`src/rtl/irqc_pkg.sv`:
```
package irqc_pkg;
  localparam int unsigned IRQ_W = 32;

  typedef enum logic [2:0] {
    OP_W1C   = 3'd0,
    OP_SET   = 3'd1,
    OP_MSET  = 3'd2,
    OP_MCLR  = 3'd3,
    OP_AMASK = 3'd4,
    OP_THROT = 3'd5
  } reg_op_e;

  typedef struct packed {
    logic [IRQ_W-1:0] c;
    logic             fire;
    logic             start;
  } post_res_t;

  // One cause post against current cause/mask state
  function automatic post_res_t post_eval(
    input logic [IRQ_W-1:0] c,
    input logic [IRQ_W-1:0] m,
    input logic [IRQ_W-2:0] t,
    input logic             now,
    input logic             itv_zero
  );
    post_res_t r;
    r.c     = c;
    r.fire  = 1'b0;
    r.start = 1'b0;
    if (t == '0 || (t & c[IRQ_W-2:0]) != '0) begin
      r.c = c;
    end else if ((c[IRQ_W-2:0] & m[IRQ_W-2:0]) != '0) begin
      r.c = c | {1'b0, t};
    end else begin
      r.c = c | {1'b0, t};
      if (itv_zero || now) r.fire  = 1'b1;
      else                 r.start = 1'b1;
    end
    return r;
  endfunction
endpackage

```
`src/rtl/irqc_throttle_tmr.sv`:
```
module irqc_throttle_tmr #(
  parameter int unsigned TICK_DIV = 51,
  parameter int unsigned ITV_W    = 16
) (
  input  logic             clk_i,
  input  logic             rst_ni,
  input  logic             start_i,
  input  logic             cancel_i,
  input  logic [ITV_W-1:0] interval_i,
  output logic             running_o,
  output logic             expire_o
);
  localparam int unsigned PW = (TICK_DIV > 1) ? $clog2(TICK_DIV) : 1;

  logic [PW-1:0]    presc_q;
  logic [ITV_W-1:0] cnt_q;
  logic             run_q;
  logic             tick;

  assign tick      = run_q && (presc_q == PW'(TICK_DIV - 1));
  assign expire_o  = tick && (cnt_q == ITV_W'(1));
  assign running_o = run_q;

  always_ff @(posedge clk_i or negedge rst_ni) begin
    if (!rst_ni) begin
      run_q   <= 1'b0;
      presc_q <= '0;
      cnt_q   <= '0;
    end else if (cancel_i || expire_o) begin
      run_q   <= 1'b0;
      presc_q <= '0;
    end else if (start_i && !run_q) begin
      run_q   <= 1'b1;
      presc_q <= '0;
      cnt_q   <= interval_i;
    end else if (run_q) begin
      presc_q <= tick ? '0 : presc_q + PW'(1);
      if (tick) cnt_q <= cnt_q - ITV_W'(1);
    end
  end

  AST_TMR_CANCEL: assert property (@(posedge clk_i) disable iff (!rst_ni)
    cancel_i |=> !running_o) else $error("timer survived cancel");
endmodule

```
`src/rtl/irqc_dly_fold.sv`:
```
module irqc_dly_fold #(
  parameter int unsigned NUM_DLY = 2,
  parameter int unsigned CW      = 32,
  parameter logic [NUM_DLY-1:0][4:0] FOLD_BIT = {5'd0, 5'd7}
) (
  input  logic               fire_i,
  input  logic [NUM_DLY-1:0] busy_i,
  output logic [NUM_DLY-1:0] cancel_o,
  output logic [CW-1:0]      set_o
);
  for (genvar g = 0; g < NUM_DLY; g++) begin : g_fold
    assign cancel_o[g] = fire_i & busy_i[g];
  end

  always_comb begin
    set_o = '0;
    for (int i = 0; i < NUM_DLY; i++) begin
      if (cancel_o[i]) set_o[FOLD_BIT[i]] = 1'b1;
    end
  end
endmodule

```
`src/rtl/irqc_cause_core.sv`:
```
module irqc_cause_core
  import irqc_pkg::*;
#(
  parameter int unsigned ITV_W   = 16,
  parameter int unsigned OVR_BIT = 6
) (
  input  logic             clk_i,
  input  logic             rst_ni,
  input  logic             evt_valid_i,
  input  logic [IRQ_W-2:0] evt_cause_i,
  input  logic             evt_now_i,
  input  logic             reg_we_i,
  input  logic [2:0]       reg_sel_i,
  input  logic [IRQ_W-1:0] reg_wdata_i,
  input  logic             cause_re_i,
  input  logic             auto_clr_en_i,
  input  logic             tmr_expire_i,
  input  logic             tmr_running_i,
  input  logic [IRQ_W-1:0] fold_set_i,
  output logic             fire_o,
  output logic             tmr_start_o,
  output logic             tmr_cancel_o,
  output logic [ITV_W-1:0] itv_o,
  output logic [IRQ_W-1:0] cause_o,
  output logic [IRQ_W-1:0] mask_o,
  output logic             irq_o
);
  localparam int unsigned LINE = IRQ_W - 1;

  logic [IRQ_W-1:0] cause_q, cause_d, mask_q, mask_d, amask_q, amask_d;
  logic [IRQ_W-1:0] c_v;
  logic [ITV_W-1:0] itv_q, itv_d;
  logic             fire, start, line_v, itv_zero;
  post_res_t        pr_sw, pr_evt;

  assign itv_zero = (itv_q == '0);

  always_comb begin
    c_v     = cause_q;
    mask_d  = mask_q;
    amask_d = amask_q;
    itv_d   = itv_q;
    fire    = 1'b0;
    start   = 1'b0;
    line_v  = 1'b0;
    pr_sw   = '0;
    pr_evt  = '0;

    if (reg_we_i) begin
      case (reg_sel_i)
        OP_W1C:   c_v = c_v & ~reg_wdata_i;
        OP_SET: begin
          pr_sw = post_eval(c_v, mask_d, reg_wdata_i[LINE-1:0],
                            reg_wdata_i[OVR_BIT], itv_zero);
          c_v   = pr_sw.c;
          fire  = fire | pr_sw.fire;
          start = start | pr_sw.start;
        end
        OP_MSET, OP_MCLR: begin
          if (reg_sel_i == OP_MSET) mask_d = mask_d | reg_wdata_i;
          else                      mask_d = mask_d & ~reg_wdata_i;
          if ((c_v[LINE-1:0] & mask_d[LINE-1:0]) == '0) c_v[LINE] = 1'b0;
          // re-evaluate: only an unmasked pending cause may raise the line
          if (!c_v[LINE] && (c_v[LINE-1:0] & mask_d[LINE-1:0]) != '0 && !tmr_running_i) begin
            if (itv_zero) fire  = 1'b1;
            else          start = 1'b1;
          end
        end
        OP_AMASK: amask_d = reg_wdata_i;
        OP_THROT: itv_d   = reg_wdata_i[ITV_W-1:0];
        default: ;
      endcase
    end

    if (cause_re_i) begin
      line_v = c_v[LINE];
      if (line_v) mask_d = mask_d & amask_d;
      if (mask_d == '0 || (line_v && auto_clr_en_i)) c_v = '0;
    end

    if (evt_valid_i) begin
      pr_evt = post_eval(c_v, mask_d, evt_cause_i,
                         evt_now_i | evt_cause_i[OVR_BIT], itv_zero);
      c_v   = pr_evt.c;
      fire  = fire | pr_evt.fire;
      start = start | pr_evt.start;
    end

    if (tmr_expire_i) fire = 1'b1;
  end

  assign cause_d      = fire ? (c_v | fold_set_i | (IRQ_W'(1) << LINE)) : c_v;
  assign fire_o       = fire;
  assign tmr_start_o  = start & ~fire;
  assign tmr_cancel_o = fire;
  assign itv_o        = itv_q;
  assign cause_o      = cause_q;
  assign mask_o       = mask_q;
  assign irq_o        = cause_q[LINE];

  always_ff @(posedge clk_i or negedge rst_ni) begin
    if (!rst_ni) begin
      cause_q <= '0;
      mask_q  <= '0;
      amask_q <= '0;
      itv_q   <= '0;
    end else begin
      cause_q <= cause_d;
      mask_q  <= mask_d;
      amask_q <= amask_d;
      itv_q   <= itv_d;
    end
  end

  AST_DUP_IGNORED: assert property (@(posedge clk_i) disable iff (!rst_ni)
    evt_valid_i && !reg_we_i && !cause_re_i && !tmr_expire_i &&
    ((evt_cause_i & cause_q[LINE-1:0]) != '0)
    |=> cause_q == $past(cause_q)) else $error("overlapping post altered causes");

  AST_PENDING_HOLDS_LINE: assert property (@(posedge clk_i) disable iff (!rst_ni)
    evt_valid_i && !reg_we_i && !cause_re_i && !tmr_expire_i &&
    ((cause_q[LINE-1:0] & mask_q[LINE-1:0]) != '0)
    |=> irq_o == $past(irq_o)) else $error("line moved with cause pending");

  AST_IMM_FIRE: assert property (@(posedge clk_i) disable iff (!rst_ni)
    evt_valid_i && evt_now_i && !reg_we_i && !cause_re_i && (evt_cause_i != '0) &&
    ((evt_cause_i & cause_q[LINE-1:0]) == '0) &&
    ((cause_q[LINE-1:0] & mask_q[LINE-1:0]) == '0)
    |=> irq_o) else $error("immediate post did not raise line");

  AST_W1C_CLEARS: assert property (@(posedge clk_i) disable iff (!rst_ni)
    reg_we_i && (reg_sel_i == OP_W1C) && !evt_valid_i && !cause_re_i && !tmr_expire_i
    |=> (cause_q & $past(reg_wdata_i)) == '0) else $error("cleared bit survived");

  AST_RD_AUTOCLR: assert property (@(posedge clk_i) disable iff (!rst_ni)
    cause_re_i && !reg_we_i && !evt_valid_i && !tmr_expire_i && irq_o && auto_clr_en_i
    |=> cause_q == '0) else $error("read did not clear causes");

  AST_MASK_DEASSERT: assert property (@(posedge clk_i) disable iff (!rst_ni)
    reg_we_i && (reg_sel_i == OP_MCLR) && !evt_valid_i && !cause_re_i && !tmr_expire_i &&
    ((cause_q[LINE-1:0] & mask_q[LINE-1:0] & ~reg_wdata_i[LINE-1:0]) == '0)
    |=> !irq_o) else $error("line held with nothing unmasked");

  AST_NO_EMPTY_REEVAL: assert property (@(posedge clk_i) disable iff (!rst_ni)
    reg_we_i && ((reg_sel_i == OP_MSET) || (reg_sel_i == OP_MCLR)) && !irq_o &&
    !evt_valid_i && !cause_re_i && !tmr_expire_i
    |=> !irq_o || ((cause_q[LINE-1:0] & mask_q[LINE-1:0]) != '0))
    else $error("mask write raised line with no cause");
endmodule

```
`src/rtl/irqc_top.sv`:
```
module irqc_top
  import irqc_pkg::*;
#(
  parameter int unsigned TICK_DIV = 51,
  parameter int unsigned ITV_W    = 16,
  parameter int unsigned NUM_DLY  = 2,
  parameter int unsigned OVR_BIT  = 6,
  parameter logic [NUM_DLY-1:0][4:0] FOLD_BIT = {5'd0, 5'd7}
) (
  input  logic               clk_i,
  input  logic               rst_ni,
  input  logic               evt_valid_i,
  input  logic [30:0]        evt_cause_i,
  input  logic               evt_now_i,
  input  logic               reg_we_i,
  input  logic [2:0]         reg_sel_i,
  input  logic [31:0]        reg_wdata_i,
  input  logic               cause_re_i,
  input  logic               auto_clr_en_i,
  input  logic [NUM_DLY-1:0] dly_busy_i,
  output logic [NUM_DLY-1:0] dly_cancel_o,
  output logic               irq_o,
  output logic [31:0]        cause_rdata_o,
  output logic [31:0]        mask_o
);
  logic             fire, tmr_start, tmr_cancel, tmr_running, tmr_expire;
  logic [ITV_W-1:0] itv;
  logic [IRQ_W-1:0] fold_set;

  irqc_cause_core #(.ITV_W(ITV_W), .OVR_BIT(OVR_BIT)) u_core (
    .clk_i         (clk_i),
    .rst_ni        (rst_ni),
    .evt_valid_i   (evt_valid_i),
    .evt_cause_i   (evt_cause_i),
    .evt_now_i     (evt_now_i),
    .reg_we_i      (reg_we_i),
    .reg_sel_i     (reg_sel_i),
    .reg_wdata_i   (reg_wdata_i),
    .cause_re_i    (cause_re_i),
    .auto_clr_en_i (auto_clr_en_i),
    .tmr_expire_i  (tmr_expire),
    .tmr_running_i (tmr_running),
    .fold_set_i    (fold_set),
    .fire_o        (fire),
    .tmr_start_o   (tmr_start),
    .tmr_cancel_o  (tmr_cancel),
    .itv_o         (itv),
    .cause_o       (cause_rdata_o),
    .mask_o        (mask_o),
    .irq_o         (irq_o)
  );

  irqc_throttle_tmr #(.TICK_DIV(TICK_DIV), .ITV_W(ITV_W)) u_tmr (
    .clk_i      (clk_i),
    .rst_ni     (rst_ni),
    .start_i    (tmr_start),
    .cancel_i   (tmr_cancel),
    .interval_i (itv),
    .running_o  (tmr_running),
    .expire_o   (tmr_expire)
  );

  irqc_dly_fold #(.NUM_DLY(NUM_DLY), .CW(IRQ_W), .FOLD_BIT(FOLD_BIT)) u_fold (
    .fire_i   (fire),
    .busy_i   (dly_busy_i),
    .cancel_o (dly_cancel_o),
    .set_o    (fold_set)
  );

  AST_FOLD_ON_RISE: assert property (@(posedge clk_i) disable iff (!rst_ni)
    (dly_cancel_o != '0) |=> irq_o) else $error("delay cancel without line");
endmodule

```
`config.mk`:
```
export PLATFORM = sky130hd
export DESIGN_NAME = irqc_top
export DESIGN_NICKNAME = d
export VERILOG_FILES = /design/src/rtl/irqc_pkg.sv /design/src/rtl/irqc_throttle_tmr.sv /design/src/rtl/irqc_dly_fold.sv /design/src/rtl/irqc_cause_core.sv /design/src/rtl/irqc_top.sv
export SDC_FILE = /design/constraint.sdc
export NUM_CORES = 1
export LEC_CHECK = 0
export ABC_AREA = 1
export BUFFER_PORTS_ARGS = -buffer_cell sky130_fd_sc_hd__buf_2
export CAP_MARGIN = 20
export CORE_MARGIN = 8
export CORE_UTILIZATION = 63
export DETAILED_ROUTE_END_ITERATION = 10
export GPL_TIMING_DRIVEN = 0
export PLACE_DENSITY = 0.94
export SLEW_MARGIN = 20
export SYNTH_ARGS = -nofsm -noshare
export SYNTH_HDL_FRONTEND = slang
export SYNTH_SLANG_ARGS = --single-unit
```
`constraint.sdc`:
```
create_clock -name clk_i -period 11.6 [get_ports clk_i]
set_input_delay 2.32 -clock clk_i [delete_from_list [all_inputs] [get_ports clk_i]]
set_output_delay 2.32 -clock clk_i [all_outputs]
set_load 0.03 [all_outputs]
```
### Word-level counts from Yosys, hierarchy flattened

Index checks and enable logic that the tools add are counted.

* $add $sub $neg: 2
* equal/unequal tests: 7
* mux-type cells: 53
* bitwise operators: 21
* reductions and logical operators: 32

Operators with widths (count)
* 32-bit two-way mux: 17
* 31-bit AND: 5
* 31-bit nonzero test: 5
* 32-bit AND: 3
* 31-bit zero test: 3
* 32-bit by 31-bit OR with 32-bit output: 2
* 31-bit case mux with 2 select lines: 1
* 16-bit two-way mux: 3
* 32-bit zero test: 1
* 32-bit NOT: 1
* 32-bit OR: 1
* 31-bit by 8-bit OR with 31-bit output: 1
* 6-bit two-way mux: 4
* 1-bit two-way mux: 20
* 16-bit by 1-bit == test with 1-bit output (second input constant): 1
* 16-bit zero test: 1
* 16-bit by 1-bit subtractor with 16-bit output (second input constant): 1
* 2-bit two-way mux: 5
* 6-bit by 1-bit adder with 6-bit output (second input constant): 1
* 3-bit by 2-bit == test with 1-bit output (second input constant): 2
* 3-bit == test (second input constant): 2
* 6-bit == test (second input constant): 1
* 1-bit logical AND: 6
* 1-bit logical OR: 6
* 13 further kinds: 22

* register bits: 135
* input bits: 75
* output and inout port bits: 67
* logic and storage cells: 122

### Longest topological paths before layout

* word-level depth: 31
* mapped depth: 39
* mapped depth without buffers: 33

### Hierarchy

Synthesis repeated with hierarchy kept, for this count alone.

* cells, all modules: 1557
* area total of the unflattened synthesis: 9994.6 um^2

By module, submodules not included
* irqc_cause_core: times used 1, cells each 1250, area an instance 7938.9 um^2, seq. area each 2802.7 um^2
* irqc_throttle_tmr: times used 1, cells each 270, area an instance 1796.7 um^2, seq. area each 575.6 um^2
* irqc_dly_fold: times used 1, cells each 37, area an instance 259.0 um^2, seq. area each 0.0 um^2

### Worst setup path before layout

No wires, ideal clock.

* path type: input-to-output
* from: input reg_sel_i[0]
* to: output dly_cancel_o[0]
* data arrival time: 5.523 ns
* data required time: 9.280 ns
* setup slack: 3.757 ns
* cell stages on the path: 37
* buffers on the path: 6
* cell sequence: buf_4 inv_4 nand3_4 buf_6 nand2_1 nand3_1 nand2_1 nor2_1 nand2_1 nor2_1 nand2_1 nand2_1 nand2_2 buf_2 nand3_1 nand2_1 nand2_1 nor2_1 nand2_1 nor2_1 nand2_1 nand2_1 nand2_1 buf_4 buf_2 nand3_1 nand2_1 nor2_1 nand2_1 nor2_1 nand2_1 nor2_1 nor2_2 clkbuf_1 inv_1 nand2_1 inv_1

* cells in the longest elaborated chain, start to end: 26
* elaborated cells on any way between the ends: 49
* those cells by class: eq/ne: 4; mux: 26; bitwise: 6; reduce/logical: 13

RTL lines
* start, declared: RTL line irqc_top.sv:16 `input logic [2:0] reg_sel_i,`
* 3-bit by 2-bit == test with 1-bit output: RTL line irqc_cause_core.sv:50, irqc_cause_core.sv:60
* 32-bit two-way mux: RTL line irqc_cause_core.sv:60 `if (reg_sel_i == OP_MSET) mask_d = mask_d | reg_wdata_i;`
* 32-bit two-way mux: RTL line irqc_cause_core.sv:50 `case (reg_sel_i)`
* 32-bit two-way mux: RTL line irqc_cause_core.sv:49 `if (reg_we_i) begin`
* 31-bit AND: RTL line irqc_cause_core.sv:62, irqc_cause_core.sv:64
* 31-bit zero test: RTL line irqc_cause_core.sv:62 `if ((c_v[LINE-1:0] & mask_d[LINE-1:0]) == '0) c_v[LINE] = 1'b0;`
* 1-bit two-way mux: RTL line irqc_cause_core.sv:62
* 1-bit two-way mux: RTL line irqc_cause_core.sv:50
* [10 not listed]
* 31-bit nonzero test (on tied branches): RTL line irqc_pkg.sv:33, irqc_pkg.sv:31
* 2-bit two-way mux / 1-bit logical OR (equally long branches): RTL line irqc_pkg.sv:33, irqc_pkg.sv:31
* 2-bit two-way mux: RTL line irqc_pkg.sv:31 `if (t == '0 || (t & c[IRQ_W-2:0]) != '0) begin`
* 2-bit two-way mux: RTL line irqc_cause_core.sv:81 `if (evt_valid_i) begin`
* 1-bit OR: RTL line irqc_cause_core.sv:85 `fire = fire | pr_evt.fire;`
* 1-bit two-way mux (*): RTL line irqc_cause_core.sv:81
* 1-bit two-way mux (*): RTL line irqc_cause_core.sv:89 `if (tmr_expire_i) fire = 1'b1;`
* 1-bit AND (*): RTL line irqc_dly_fold.sv:12 `assign cancel_o[g] = fire_i & busy_i[g];`
* end, declared: RTL line irqc_top.sv:21 `output logic [NUM_DLY-1:0] dly_cancel_o,`

Mark *: on every way between the ends. The rest lies on a longest branch, timed or not. The select of a mux whose other input is x is not followed.

### Final worst setup path

* from: input reg_sel_i[0]
* to: output dly_cancel_o[1]

The elaborated chain is that of the path after synthesis.

==> summary.md <==
| Metric | Value |
|---|---|
| Slew @ Worst Pin | 1.050 ns |
| Crit Path Class | primary input to output pin |
| Die Span X | 136.8 um |
| Yosys cell types | 43 |
| Yosys reg bits | 135 |
| Routed WL | 39380 um |
| Final core utilization | 74.86% |
| Routing usage on met1 | 54.55% |
| Nets@finish | 1604 |
| Number of H-tree levels | 4 |
| Via count | 11214 |
| Worst vdd ir | 0.1863 mV |
| CTS buffer count | 17 |
| Core footprint | 14370 um^2 |
| Area Overhead vs Synth | 17.05% |
| CTS tree | done |
| FILL cells | 1126 |
| Synth Cell Area | 9190 um^2 |
| Multi-input logic area | 4985 um^2 |
| Final antenna-violating net count | 0 |
| Crit path DAT | 7.57 ns |
| Final Max Tran Viols | 0 |
| Ports | 142 |
| DRT iter0 DRCs | 1981 |
| Startpoint type of the worst setup path | primary input |
| Grt met3 use | 14.68% |
| Worst Setup Slack, final | 1.714 ns |
| Die Area | 18710 um^2 |
| Max cap viols | 0 |
| Hold Crit Class | flip-flop to flip-flop |
| Vias in the first global route | 10661 |
| # Post-CTS Setup Buffers | 0 |
| Final hold vios | 0 |
| Register area | 3378 um^2 |
| Hold Worst Slack | 0.5110 ns |
| First-pass GRT wire length | 59660 um |
| Post-CTS Hold Buffers | 0 |
| RSZ-0062 raised after global routing | false |
| Tmin final | 9.886 ns |
| Clock latency on the worst-skew pair | 0.44 ns |
| Static Leak | 5.645 nW |
| Setup crit end kind | output pin |
| Finished layout cell area | 10760 um^2 |
| Drt drc | 0 |
| Initial Util | 63.96% |
| Post-DP HPWL | 29980 um |
| Most used cell, CP | nand2_1 |
| Relative slew slack | 29.32% |
| Total Routing Usage GR | 42.32% |
| Port Buffers | 140 |
| CP delay by family, top | simple AND/OR/NAND/NOR gates |
| Slowest-stage cell, CP | clkbuf_1 |
| DR pass1 iterations | 7 |
| FP Rows | 44 |
| Reg clk slew, reported paths | 0.07 ns |
| Mean post-synth cell area | 6.733 um^2 |
| WL per Instance | 22.87 um |
| Critical Path Fanout Max | 10 |
| TNS Setup | 0 ns |
| Share of layout cells above drive strength 1 | 15.34% |
| PwrDens | 218.2 nW/um^2 |
| Clk sink count | 135 |
| Largest net degree at the start of global routing | 76 |
| Vias per Instance | 6.512 |
| Gpl congestion | 1.037 |
| Endpoints failing setup | 0 |
| Post-DP Area | 10160 um^2 |
| Worst Path Required | 9.28 ns |
| Die Y | 136.8 um |
| Seq/Total Area, Yosys | 36.76% |
| Clk root buf | clkbuf_16 |
| F_max | 101.2 MHz |
| Final worst path period share | 85.23% |
| Clock Skews | 0.01206 ns |
| N_diodes | 0 |
| Post-Place Setup Slack | 2.139 ns |
| Crit path buf inv count | 10 |
| Global routing's busiest layer | met2 |
| CTS Buffer Depth | 2 |
| PostCTS Resize Cnt | 0 |
| GR Util met2 | 62.11% |
| Cells after Synth | 1365 |
| GRT Residual Overflow | 0 |
| Initial antenna violation count | 0 |
| Syn_nets | 1444 |
| YS warnings | 0 |
| Max incr delay on CP | 0.48 ns |
| Status | completed |
worst min-delay path, cell delays in order (launching register included):
cell     delay (ns)
dfrtp_1        0.36
nand2_1        0.05
o21ai_0        0.06
cell usage in the layout (no fill, tap or decap), types with 2 or more instances in the layout:
master	n
a211oi_1	6
xor2_1	10
buf_2	149
a32o_1	27
inv_6	7
nor2_1	88
clkinv_1	2
nand2_1	475
xnor2_1	5
o2111ai_1	3
o31ai_1	26
nor3_1	11
or3_1	2
bufinv_16	2
a21oi_1	6
clkbuf_1	41
nor4_1	19
ha_1	4
buf_4	5
nor2_2	3
clkinv_2	2
or4_1	4
clkbuf_16	17
or2_2	29
buf_1	2
nand3_1	176
buf_6	6
nand2_2	3
o22ai_1	10
nand4_1	26
inv_1	129
a22o_1	4
a221oi_1	5
dfrtp_1	135
o21ai_0	81
clkinv_4	2
cells in the mapped netlist, drive strengths merged:
cell type,count,area share [%]
nand3,178,9.9
nor2,91,3.8
a221oi,5,0.48
nand2,479,20
dfrtp,135,37
nor3,11,0.60
a21oi,6,0.33
clkbuf,41,1.7
o311ai,1,0.095
clkinv,3,0.18
mux2i,1,0.11
ha,4,0.54
or4,4,0.33
o21ai,81,4.4
a22o,4,0.38
nor3b,1,0.082
nand4,26,1.8
nor4,19,1.3
buf,23,1.8
o31ai,26,2.1
o22ai,10,0.68
xor2,10,0.95
o2111ai,3,0.29
a211oi,6,0.49
or3,2,0.14
o21bai,2,0.29
inv,131,5.4
a32o,27,2.9
a31oi,1,0.068
xnor2,5,0.48
or2,29,2.0
state kept, by name (all words and copies together) (netlist names):
register	flops
u_tmr.cnt_q	16
u_core.mask_o	32
u_core.itv_o	16
u_tmr.presc_q	6
u_core.cause_o	32
u_core.amask_q	32
u_tmr.running_o	1
cell type report:
cell class / instances / share of cell area (%)
Timing Repair Buffer: 141 / 6.863
Multi-Input combinational cell: 1032 / 46.34
Buffer: 64 / 2.943
Clock inverter: 14 / 1.477
Inverter: 134 / 4.746
Clock buffer: 18 / 4.083
Sequential cell: 135 / 31.41
Tap cell: 184 / 2.140
kinds of logic after synthesis:
family	count (synthesis)	synth area share, %
xor gates and xnor gates	15	1.429
DFF	135	36.76
and+or+nand+nor	840	39.59
muxes	1	0.1089
AOI/OAI and AO/OA	172	12.57
adders and majority gates	4	0.5446
buffers and inverters	198	8.999
where the power goes:
part / total [mW] / internal [mW] / switching (mW)
clock: 0.568 / 0.328 / 0.240
sequential: 0.772 / 0.591 / 0.181
combinational: 1.01 / 0.340 / 0.668
total: 2.35 / 1.26 / 1.09
routing by layer:
layer,part of all wire (%),routed length [um]
met1,36,14180
met2,42,16430
met3,17,6582
met4,5.5,2175
met5,0,0
path summary, 6_finish.rpt:
kind,start,endpoint,slack (ns),depth (start not counted)
worst min register to register,u_core.itv_o[10],u_core.itv_o[10],0.51,2
min in group asynchronous,rst_ni,u_core.cause_o[27],1.81,1
worst min-delay path,u_core.itv_o[10],u_core.itv_o[10],0.51,2
worst max-delay path,reg_sel_i[0],dly_cancel_o[1],1.71,38
max in group asynchronous,rst_ni,u_core.amask_q[6],9.01,2
worst max register to register,u_core.mask_o[30],u_core.cause_o[7],6.35,33
metrics by stage:
stage               cells  power, mW
detailed placement   1690      1.720
CTS                  1722      2.285
floorplan            1365      1.374
global placement     1689      1.687
global route         1722      2.442
finish               1722      2.348
Power figures use the tool's default switching activity.
